## src/rtl/cnv_pkg.sv

```systemverilog
package cnv_pkg;

  localparam int unsigned WORD_W   = 32;
  localparam int unsigned FRAC_W   = 24;
  localparam int unsigned INT_W    = WORD_W - FRAC_W;
  localparam int unsigned FP_EXP_W = 8;
  localparam int unsigned FP_MAN_W = 23;
  localparam int unsigned FP_BIAS  = 127;
  localparam int unsigned N_TERMS  = 4;
  localparam int unsigned SH_W     = 5;
  localparam int unsigned SEG_W    = 4;
  localparam int unsigned FN_W     = 4;
  localparam int unsigned KSH_W    = 2;

  typedef logic [WORD_W-1:0] word_t;

  typedef enum logic [1:0] {
    CM_LOG  = 2'b00,
    CM_ALOG = 2'b01,
    CM_KMUL = 2'b10,
    CM_RSVD = 2'b11
  } cnv_mode_e;

  // Three right-shift amounts; zero disables a term.
  typedef struct packed {
    logic [SH_W-1:0] a;
    logic [SH_W-1:0] b;
    logic [SH_W-1:0] c;
  } shift_set_t;

  // Constant k = odd + 2^p + 2^q, a zero shift field removes that copy.
  typedef struct packed {
    logic             odd;
    logic [KSH_W-1:0] p;
    logic [KSH_W-1:0] q;
  } kmul_ent_t;

  // Segment slopes of log2(1+f) - f, as sums of powers of two.
  function automatic shift_set_t log_seg_lut(input logic [SEG_W-1:0] seg);
    shift_set_t r;
    case (seg)
      4'd0:  r = '{5'd2, 5'd3, 5'd5};
      4'd1:  r = '{5'd2, 5'd3, 5'd0};
      4'd2:  r = '{5'd2, 5'd4, 5'd5};
      4'd3:  r = '{5'd2, 5'd4, 5'd0};
      4'd4:  r = '{5'd2, 5'd6, 5'd8};
      4'd5:  r = '{5'd2, 5'd0, 5'd0};
      4'd6:  r = '{5'd3, 5'd4, 5'd5};
      4'd7:  r = '{5'd3, 5'd4, 5'd0};
      4'd8:  r = '{5'd3, 5'd5, 5'd0};
      4'd9:  r = '{5'd3, 5'd7, 5'd0};
      4'd10: r = '{5'd4, 5'd5, 5'd6};
      4'd11: r = '{5'd4, 5'd6, 5'd7};
      4'd12: r = '{5'd4, 5'd8, 5'd0};
      4'd13: r = '{5'd5, 5'd6, 5'd0};
      4'd14: r = '{5'd6, 5'd7, 5'd8};
      default: r = '{5'd7, 5'd10, 5'd0};
    endcase
    return r;
  endfunction

  // Segment slopes of g - (2^g - 1), subtracted from the fraction.
  function automatic shift_set_t alog_seg_lut(input logic [SEG_W-1:0] seg);
    shift_set_t r;
    case (seg)
      4'd0:  r = '{5'd2, 5'd5, 5'd6};
      4'd1:  r = '{5'd2, 5'd5, 5'd0};
      4'd2:  r = '{5'd2, 5'd6, 5'd0};
      4'd3:  r = '{5'd2, 5'd0, 5'd0};
      4'd4:  r = '{5'd2, 5'd0, 5'd0};
      4'd5:  r = '{5'd3, 5'd4, 5'd5};
      4'd6:  r = '{5'd3, 5'd4, 5'd6};
      4'd7:  r = '{5'd3, 5'd4, 5'd0};
      4'd8:  r = '{5'd3, 5'd5, 5'd7};
      4'd9:  r = '{5'd3, 5'd6, 5'd0};
      4'd10: r = '{5'd3, 5'd0, 5'd0};
      4'd11: r = '{5'd4, 5'd5, 5'd7};
      4'd12: r = '{5'd4, 5'd6, 5'd9};
      4'd13: r = '{5'd5, 5'd6, 5'd7};
      4'd14: r = '{5'd5, 5'd8, 5'd0};
      default: r = '{5'd7, 5'd9, 5'd0};
    endcase
    return r;
  endfunction

  // Function index to constant shift recipe.
  function automatic kmul_ent_t kmul_lut(input logic [FN_W-1:0] idx);
    kmul_ent_t r;
    case (idx)
      4'd0:  r = '{1'b1, 2'd0, 2'd0};  // 1
      4'd1:  r = '{1'b0, 2'd1, 2'd0};  // 2
      4'd2:  r = '{1'b1, 2'd1, 2'd0};  // 3
      4'd3:  r = '{1'b0, 2'd2, 2'd0};  // 4
      4'd4:  r = '{1'b1, 2'd2, 2'd0};  // 5
      4'd5:  r = '{1'b0, 2'd1, 2'd2};  // 6
      4'd6:  r = '{1'b1, 2'd1, 2'd2};  // 7
      4'd7:  r = '{1'b0, 2'd3, 2'd0};  // 8
      4'd8:  r = '{1'b1, 2'd3, 2'd0};  // 9
      4'd9:  r = '{1'b0, 2'd1, 2'd3};  // 10
      4'd10: r = '{1'b1, 2'd1, 2'd3};  // 11
      4'd11: r = '{1'b0, 2'd2, 2'd3};  // 12
      4'd12: r = '{1'b1, 2'd2, 2'd3};  // 13
      4'd13: r = '{1'b0, 2'd3, 2'd3};  // 16
      4'd14: r = '{1'b1, 2'd3, 2'd3};  // 17
      default: r = '{1'b0, 2'd0, 2'd0}; // 0
    endcase
    return r;
  endfunction

endpackage

```

## src/rtl/cnv_add_tree.sv

```systemverilog
module cnv_add_tree #(
  parameter int unsigned N = 4,
  parameter int unsigned W = 32
) (
  input  logic [N-1:0][W-1:0] term_i,
  output logic [W-1:0]        sum_o
);

  localparam int unsigned NODES = 2 * N - 1;

  // Heap-ordered binary tree: leaves at N-1.., node i sums its two children.
  logic [W-1:0] node [NODES];

  for (genvar j = 0; j < N; j++) begin : g_leaf
    assign node[N-1+j] = term_i[j];
  end

  for (genvar i = 0; i < N - 1; i++) begin : g_sum
    assign node[i] = node[2*i+1] + node[2*i+2];
  end

  assign sum_o = node[0];

endmodule

```

## src/rtl/cnv_term_gen.sv

```systemverilog
module cnv_term_gen
  import cnv_pkg::*;
(
  input  cnv_mode_e                  mode_i,
  input  logic [FN_W-1:0]            fn_idx_i,
  input  word_t                      opnd_i,
  output word_t [N_TERMS-1:0]        term_o,
  output logic [FP_EXP_W-1:0]        exp_o,
  output logic                       kodd_o
);

  localparam int unsigned PAD_W = FRAC_W - FP_MAN_W;

  logic [FRAC_W-1:0] frac;
  shift_set_t        sh;
  kmul_ent_t         ke;

  function automatic word_t tap(input logic [FRAC_W-1:0] v, input logic [SH_W-1:0] s);
    return (s == '0) ? '0 : (word_t'(v) >> s);
  endfunction

  always_comb begin
    term_o = '0;
    exp_o  = '0;
    frac   = '0;
    sh     = '0;
    ke     = kmul_lut(fn_idx_i);
    kodd_o = ke.odd;
    case (mode_i)
      CM_LOG: begin
        frac      = {opnd_i[FP_MAN_W-1:0], {PAD_W{1'b0}}};
        sh        = log_seg_lut(opnd_i[FP_MAN_W-1 -: SEG_W]);
        term_o[0] = {opnd_i[WORD_W-2 -: FP_EXP_W] - FP_EXP_W'(FP_BIAS), frac};
        term_o[1] = tap(frac, sh.a);
        term_o[2] = tap(frac, sh.b);
        term_o[3] = tap(frac, sh.c);
      end
      CM_ALOG: begin
        frac      = opnd_i[FRAC_W-1:0];
        sh        = alog_seg_lut(frac[FRAC_W-1 -: SEG_W]);
        exp_o     = opnd_i[WORD_W-1 -: INT_W] + FP_EXP_W'(FP_BIAS);
        term_o[0] = word_t'(frac);
        term_o[1] = -tap(frac, sh.a);
        term_o[2] = -tap(frac, sh.b);
        term_o[3] = -tap(frac, sh.c);
      end
      CM_KMUL: begin
        term_o[0] = ke.odd ? opnd_i : '0;
        term_o[1] = (ke.p == '0) ? '0 : (opnd_i << ke.p);
        term_o[2] = (ke.q == '0) ? '0 : (opnd_i << ke.q);
      end
      default: begin
        term_o = '0;
      end
    endcase
  end

endmodule

```

## src/rtl/cnv_lane.sv

```systemverilog
module cnv_lane
  import cnv_pkg::*;
(
  input  logic            clk_i,
  input  logic            rst_ni,
  input  cnv_mode_e       mode_i,
  input  logic [FN_W-1:0] fn_idx_i,
  input  word_t           opnd_i,
  output word_t           res_o
);

  word_t [N_TERMS-1:0] terms;
  logic [FP_EXP_W-1:0] exp_f;
  logic                kodd;
  word_t               sum;
  word_t               corr;

  cnv_term_gen u_terms (
    .mode_i   (mode_i),
    .fn_idx_i (fn_idx_i),
    .opnd_i   (opnd_i),
    .term_o   (terms),
    .exp_o    (exp_f),
    .kodd_o   (kodd)
  );

  cnv_add_tree #(
    .N (N_TERMS),
    .W (WORD_W)
  ) u_tree (
    .term_i (terms),
    .sum_o  (sum)
  );

  always_comb begin
    case (mode_i)
      CM_ALOG: res_o = {1'b0, exp_f, sum[FRAC_W-1 -: FP_MAN_W]};
      default: res_o = sum;
    endcase
  end

  assign corr = sum - terms[0];

  AST_LOG_CORR_BOUND: assert property (@(posedge clk_i) disable iff (!rst_ni)
    (mode_i == CM_LOG) |-> (corr <= word_t'(terms[0][FRAC_W-1:0])));

  AST_ALOG_NO_BORROW: assert property (@(posedge clk_i) disable iff (!rst_ni)
    (mode_i == CM_ALOG) |-> (sum[WORD_W-1:FRAC_W] == '0));

  AST_KMUL_PARITY: assert property (@(posedge clk_i) disable iff (!rst_ni)
    (mode_i == CM_KMUL && !kodd) |-> (res_o[0] == 1'b0));

  AST_RSVD_ZERO: assert property (@(posedge clk_i) disable iff (!rst_ni)
    (mode_i == CM_RSVD) |-> (res_o == '0));

endmodule

```

## src/rtl/prog_cnv.sv

```systemverilog
module prog_cnv
  import cnv_pkg::*;
#(
  parameter int unsigned LANES = 4
) (
  input  logic                      clk_i,
  input  logic                      rst_ni,
  input  logic                      in_valid_i,
  input  logic [1:0]                mode_i,
  input  logic [FN_W-1:0]           fn_idx_i,
  input  logic [LANES*WORD_W-1:0]   opnd_i,
  output logic                      out_valid_o,
  output logic [LANES*WORD_W-1:0]   result_o
);

  localparam int unsigned BUS_W = LANES * WORD_W;

  cnv_mode_e          mode_e;
  logic [1:0]         rst_sync_q;
  logic               rst_n_int;
  logic [BUS_W-1:0]   lane_res;
  logic [BUS_W-1:0]   res_d, res_q;
  logic               vld_d, vld_q;

  assign mode_e = cnv_mode_e'(mode_i);

  // Reset asserts at once and deasserts two edges after rst_ni rises.
  always_ff @(posedge clk_i or negedge rst_ni) begin
    if (!rst_ni) rst_sync_q <= '0;
    else         rst_sync_q <= {rst_sync_q[0], 1'b1};
  end
  assign rst_n_int = rst_sync_q[1];

  for (genvar l = 0; l < LANES; l++) begin : g_lane
    cnv_lane u_lane (
      .clk_i    (clk_i),
      .rst_ni   (rst_n_int),
      .mode_i   (mode_e),
      .fn_idx_i (fn_idx_i),
      .opnd_i   (opnd_i[l*WORD_W +: WORD_W]),
      .res_o    (lane_res[l*WORD_W +: WORD_W])
    );
  end

  always_comb begin
    res_d = lane_res;
    vld_d = in_valid_i;
  end

  always_ff @(posedge clk_i or negedge rst_n_int) begin
    if (!rst_n_int) begin
      res_q <= '0;
      vld_q <= 1'b0;
    end else begin
      vld_q <= vld_d;
      if (in_valid_i) res_q <= res_d;
    end
  end

  assign out_valid_o = vld_q;
  assign result_o    = res_q;

  AST_VALID_FOLLOWS: assert property (@(posedge clk_i) disable iff (!rst_n_int)
    in_valid_i |=> out_valid_o);

  AST_IDLE_HOLD: assert property (@(posedge clk_i) disable iff (!rst_n_int)
    !in_valid_i |=> (!out_valid_o && $stable(result_o)));

endmodule

```

## config.mk

```make
export PLATFORM = sky130hd
export DESIGN_NAME = prog_cnv
export DESIGN_NICKNAME = d
export VERILOG_FILES = /design/src/rtl/cnv_pkg.sv /design/src/rtl/cnv_add_tree.sv /design/src/rtl/cnv_term_gen.sv /design/src/rtl/cnv_lane.sv /design/src/rtl/prog_cnv.sv
export SDC_FILE = /design/constraint.sdc
export NUM_CORES = 2
export LEC_CHECK = 0
export ABC_AREA = 1
export BUFFER_PORTS_ARGS = -buffer_cell sky130_fd_sc_hd__buf_2
export CAP_MARGIN = 20
export CORE_MARGIN = 10
export CORE_UTILIZATION = 45
export CTS_BUF_LIST = sky130_fd_sc_hd__clkbuf_8 sky130_fd_sc_hd__clkbuf_16
export CTS_CLUSTER_SIZE = 40
export DETAILED_ROUTE_END_ITERATION = 7
export SYNTH_ARGS = -nofsm -noshare
export SYNTH_HDL_FRONTEND = slang
export SYNTH_SLANG_ARGS = --single-unit
```

## constraint.sdc

```tcl
create_clock -name clk_i -period 10.7 [get_ports clk_i]
set_input_delay 2.14 -clock clk_i [delete_from_list [all_inputs] [get_ports clk_i]]
set_output_delay 2.14 -clock clk_i [all_outputs]
set_load 0.1 [all_outputs]
```

### Word level (Yosys, flattened, before mapping)

Memory sizes are Yosys's and may differ from the RTL's.
Index checks and enable logic that the tools add are counted.

* word-level logic and storage cells: 170
* input port bits: 137
* bits in read-only memories: 1728
* register bits: 131
* memories kept: 12
* output and inout bits: 129

* add/subtract/negate cells: 32
* equality and inequality tests: 2
* multiplexer cells: 56
* shifts and indexed selects: 32
* reductions and logical operators: 33

Memories
* (name not given): words 16, width 11, read ports 1, clocked after Yosys merged registers in 0, write ports 0, RTL line cnv_pkg.sv:41 `case (seg)`
* (name not given): words 16, width 11, read ports 1, clocked after Yosys merged registers in 0, write ports 0, RTL line cnv_pkg.sv:65 `case (seg)`
* (name not given): words 16, width 11, read ports 1, clocked after Yosys merged registers in 0, write ports 0, RTL line cnv_pkg.sv:41
* (name not given): words 16, width 11, read ports 1, clocked after Yosys merged registers in 0, write ports 0, RTL line cnv_pkg.sv:65
* (name not given): words 16, width 11, read ports 1, clocked after Yosys merged registers in 0, write ports 0, RTL line cnv_pkg.sv:41
* (name not given): words 16, width 11, read ports 1, clocked after Yosys merged registers in 0, write ports 0, RTL line cnv_pkg.sv:65
* 6 more memories

Operators with widths (count)
* 32-bit 2-to-1 mux: 40
* 96-bit one-hot mux with 3 select lines: 4
* 24-bit by 5-bit right shift with 32-bit output: 24
* 32-bit adder: 12
* 32-bit negation: 12
* 32-bit one-hot mux with 2 select lines: 4
* 32-bit by 2-bit << shifter with 32-bit output: 8
* 5-bit zero test: 24
* 15-bit 2-to-1 mux: 8
* 8-bit by 7-bit adder with 8-bit output, second input constant: 4
* 8-bit by 7-bit subtractor with 8-bit output, second input constant: 4
* 2-bit zero test: 9
* 2-bit by 1-bit equality test with 1-bit output, second input constant: 1
* 2-bit equality test, second input constant: 1

### Depth between registers and ports, before layout

* word-level depth: 9
* gate-level depth with buffers: 51

### By module

From an unflattened synthesis, not the netlist that was laid out.

* cells, all modules: 12513
* area total of the unflattened synthesis: 65927.0 um^2

Modules (own cells, without submodules)
* cnv_term_gen (g_lane[1].u_lane.u_terms ...): area an instance 10442.5 um^2, cells an instance 2171, instances 2, seq. area each 0.0 um^2
* cnv_term_gen (g_lane[3].u_lane.u_terms): area an instance 10737.8 um^2, cells an instance 2193, instances 1, seq. area each 0.0 um^2
* cnv_term_gen (g_lane[0].u_lane.u_terms): area an instance 10194.8 um^2, cells an instance 2134, instances 1, seq. area each 0.0 um^2
* cnv_add_tree (g_lane[0].u_lane.u_tree ...): area an instance 4216.5 um^2, cells an instance 719, instances 2, seq. area each 0.0 um^2
* prog_cnv: area an instance 5038.6 um^2, cells an instance 545, instances 1, seq. area each 3278.1 um^2
* cnv_add_tree (g_lane[3].u_lane.u_tree): area an instance 4262.8 um^2, cells an instance 720, instances 1, seq. area each 0.0 um^2
* cnv_add_tree (g_lane[2].u_lane.u_tree): area an instance 4237.8 um^2, cells an instance 717, instances 1, seq. area each 0.0 um^2
* cnv_lane: area an instance 534.3 um^2, cells an instance 106, instances 4, seq. area each 0.0 um^2

### Worst setup path before layout

OpenSTA, ideal clock, no wires.

* path type: input to register
* from: input opnd_i[117]
* to: register res_q[122], in the netlist result_o[122]
* stages: 42
* arrival time: 8306 ps
* path slack: 2331 ps
* required time: 10637 ps
* library setup time: 63 ps
* path through: buf_2 inv_1 buf_2 buf_1 ha_1 inv_1 nand2_2 nand3_1 nand2_1 buf_2 nand2_1 o21ai_0 or2_0 nand3_1 nand2_1 inv_1 ha_1 inv_1 [6 not listed] fa_1 inv_1 ha_1 nand2_1 inv_1 nand3_1 o21ai_0 a21boi_0 o21ai_0 a21oi_1 o21ai_0 nand2_1 o21ai_0 nand2_1 a21oi_1 nand3b_1 nand2_1 inv_1

* longest elaborated chain between the ends: 9

RTL lines
* from (decl): RTL line prog_cnv.sv:11 `input logic [LANES*WORD_W-1:0] opnd_i,`
* memory read 16 x 11 bit
* 15-bit 2-to-1 mux: RTL line cnv_term_gen.sv:29 `case (mode_i)`
* 24-bit by 5-bit right shift with 32-bit output / 5-bit zero test (equally long branches): RTL line cnv_term_gen.sv:19 `return (s == '0) ? '0 : (word_t'(v) >> s);`
* 32-bit 2-to-1 mux: RTL line cnv_term_gen.sv:19
* 32-bit negation, on equally long branches: RTL line cnv_term_gen.sv:43, cnv_term_gen.sv:44, cnv_term_gen.sv:45
* 96-bit one-hot mux with 3 select lines / 32-bit one-hot mux with 2 select lines (equally long branches): RTL line cnv_term_gen.sv:29
* 32-bit adder: RTL line cnv_add_tree.sv:19 `assign node[i] = node[2*i+1] + node[2*i+2];`
* 32-bit adder *: RTL line cnv_add_tree.sv:19
* 32-bit 2-to-1 mux *: RTL line cnv_lane.sv:36 `case (mode_i)`
* to (signal assigned): RTL line prog_cnv.sv:56 `if (in_valid_i) res_q <= res_d;`
* to (decl): RTL line prog_cnv.sv:22 `logic [BUS_W-1:0] res_d, res_q;`

Mark *: on every way between the ends. The rest lies on a longest branch, timed or not. The select of a mux whose other input is x is not followed.
A chain may end at the register's enable or synchronous reset.

### Final worst setup path

* from: input opnd_i[116]
* to: register res_q[121], in the netlist result_o[121]

Same word-level chain as after synthesis.

==> impl_metrics.ini <==
[sta]
max_slew.worst_pin.slew_ns = 1.249
slew_headroom_pct = 15.94
rsz0062_at_grt = no
drv_slew = 0
setup_slack_ns = 1.111
fin_tns_setup_ns = 0
hold_violations = 0
setup_viol = 0
min_period_ns = 9.589
skew_ns = 0.02785
fin_crit_sh_pct = 89.62
fmax_mhz = 104.3

[power_and_ir_drop]
ir_worst_vdd_v = 0.0003693
p_per_area_nw_per_um2 = 182.3
p_leak_nw = 28.38

[clock_tree]
clockBufferDepth = 2
clk_pin_slew_ns = 0.07
ctsHoldBuffers = 0
postCtsSetupRepairBufs = 0
clock_sinks = 131
cts-buffers-inserted = 17
htreeDepth = 4
clock_latency_ns = 0.49
cts.repair.resized = 0
cts_tree = done
cts_root_buf = clkbuf_16

[hold_path]
whs_endpoint = rst_sync_q[1]
hp-start = rst_sync_q[0]
hold_depth = 0
hp-class = reg -> reg

[critical_path]
critPathSlowestCell = o311ai_0
r2r_cells = 1
rr_startpoint = rst_sync_q[1]
required_ns = 11.12
cp.arrival_ns = 10.01
critical_path.max_fanout = 25
slowest_delay_ns = 0.94
crit_path_start_kind = input port
ff2ff_setup_slack_ns = 8.80
timing.rr.end = result_o[108]
critPathKind = in -> reg
cp-end-kind = flop

[status]
status = finished, violations left
violations = design-rule violations

[layout]
drive_above_1_share_pct = 7.672
num-fill-cells = 13550
fin_nets = 10580
syn_to_final_growth_pct = 5.396

[place]
dp_hpwl_mm = 219.7
numPortBuffers = 265
pre_cts_slack_ns = 0.7935
gp_congestion = 1.081

[job]
drv_cap = 0

[global_route]
antenna_found_initial = 25
grt_usage_pct = 39.37
grt_pass1_vias = 66300
grt_pass1_wl_mm = 421.5
grt_max_degree = 176
grt_overflow_total = 0

[routing]
routed_wl_mm = 287.1
drt-vias-per-instance = 6.300
first_pass_iters = 8
ant_nets = 0
drc = 5
first_iter_violations = 10480
wl_per_cell_um = 24.65
num_vias = 73370

[logic_synthesis]
synth.net_count = 10710
synth_edf_count = 0
yosys.cell_types.count = 75
yosysWarnings = 0
async_flop_share_pct = 100.0
avgSynthCellArea_um2 = 5.478
ys_seq_area_share_pct = 5.905
synth_seq_cells = 131
synth_flop_cell = dfrtp_1
syn-instance-count = 10130
synthesis.area_um2 = 55510

[floorplanning]
die_w_um = 371.2
core_um2 = 122200
die-height_um = 371.2
rows = 128
dieArea_um2 = 137800
pin_count = 266
initial_core_util_pct = 45.43
[metal layers]
metal  up-vias  wire length, um  global-route usage, %
li1      33770                -                      -
met4        28            17450                  19.32
met3       995            39060                  11.41
met2      4871           116000                  57.82
met1     33710           114400                  52.19
met5         -              180                      0
[cell type report]
cell class	count	area [um2]	area share, %
multi-input cells	8106	44850	76.66
clock buffers	17	425.4	0.7271
flip-flops and latches	131	3282	5.609
repair buffers	464	2905	4.966
diodes	10	25.02	0.04277
inverters	1277	4816	8.231
clock inverters	15	170.2	0.2908
well taps	1625	2033	3.475
[worst max-delay path, delay by kind of cell]
kind,cells,cell delay (ns)
AOI/OAI and AO/OA,8,2.51
buffers and inverters,11,1.85
and+or+nand+nor,13,1.53
adders and majority gates,5,1.95
[layout by cell type (no fill, tap or decap), types with 26 or more instances in the layout]
cell and n:
o221ai_1 116, a21oi_1 430, nand2_1 2665, nand3_1 1369, o211ai_1 220, o22ai_1 150
nor2_2 49, ha_1 194, o21a_1 26, nor2_1 719, buf_4 192, fa_1 248
nand2_2 45, o21ai_0 1078, inv_1 1164, xor2_1 54, o21ai_1 79, o2111ai_1 41
or2_2 39, xnor2_1 50, buf_2 265, dfrtp_1 130, a31oi_1 50, o311ai_0 31
clkinv_1 39, inv_2 66, nand4_1 62, nor3_1 73
[registers in the layout, summed over array words and instances (netlist names)]
register / count
out_valid_o: 1
rst_sync_q: 2
result_o: 128
[where the power goes]
group / switching [mW] / internal (mW) / leakage [nW]
clock: 0.296 / 0.350 / 0.292
combinational: 6.62 / 2.39 / 26.5
sequential: 0.284 / 0.733 / 1.58
total: 7.20 / 3.47 / 28.4
[worst max path at each step]
stage	startpoint	endpoint	cells after the start
detailed placement	opnd_i[53]	result_o[55]	38
floorplan	opnd_i[117]	result_o[122]	42
CTS	opnd_i[53]	result_o[54]	38
finish	opnd_i[116]	result_o[121]	37
global route	opnd_i[53]	result_o[54]	40
global placement	opnd_i[53]	result_o[54]	38
[stage by stage]
step	power, mW	hold slack (ns)	cell area (um2)	instances	utilization [%]
2_1_floorplan	7.396	0.3312	55510	10130	-
3_3_place_gp	9.720	0.3388	57850	11600	47.34
3_5_place_dp	9.777	0.3537	57860	11600	47.35
4_1_cts	10.46	0.3678	58460	11630	47.84
5_1_grt	11.47	0.3748	58490	11640	47.86
6_report	10.67	0.3670	58510	11650	47.88
[cell families after synthesis]
family                     synth area share [%]
adders and majority gates                 13.32
other                                  0.006755
AOI/OAI and AO/OA                         25.67
DFF                                       5.905
buffers and inverters                     13.45
muxes                                    0.4688
and+or+nand+nor                           39.54
xor gates and xnor gates                  1.641
[cells in the mapped netlist, types with 17 or more instances]
master | n | area share, %
clkbuf_1 | 430 | 2.9
clkinv_1 | 41 | 0.28
o2111ai_1 | 41 | 0.65
nand3_1 | 1369 | 12
nor2_2 | 47 | 0.53
nand3b_1 | 24 | 0.32
dfrtp_1 | 131 | 5.9
o21ai_1 | 80 | 0.72
buf_1 | 49 | 0.33
buf_2 | 100 | 0.90
buf_6 | 18 | 0.37
nand2_2 | 44 | 0.50
inv_1 | 1167 | 7.9
nand4_1 | 62 | 0.70
o22ai_1 | 150 | 1.7
o221ai_1 | 116 | 1.8
xnor2_1 | 50 | 0.79
o211ai_1 | 220 | 3.0
o32ai_1 | 22 | 0.35
nand2_1 | 2668 | 18
o21ai_0 | 1078 | 9.7
a31oi_1 | 50 | 0.56
fa_1 | 248 | 8.9
buf_4 | 22 | 0.30
a221oi_1 | 19 | 0.30
ha_1 | 194 | 4.4
xor2_1 | 54 | 0.85
nor2_1 | 725 | 4.9
o31ai_1 | 20 | 0.27
a21oi_1 | 432 | 3.9
or2_2 | 39 | 0.44
o21a_1 | 27 | 0.37
o21bai_1 | 17 | 0.23
nor3_1 | 73 | 0.66
o311ai_0 | 31 | 0.49
inv_2 | 66 | 0.45
mux2i_1 | 26 | 0.47
a22oi_1 | 17 | 0.23
Note: power is estimated with default switching activity, not from simulation.
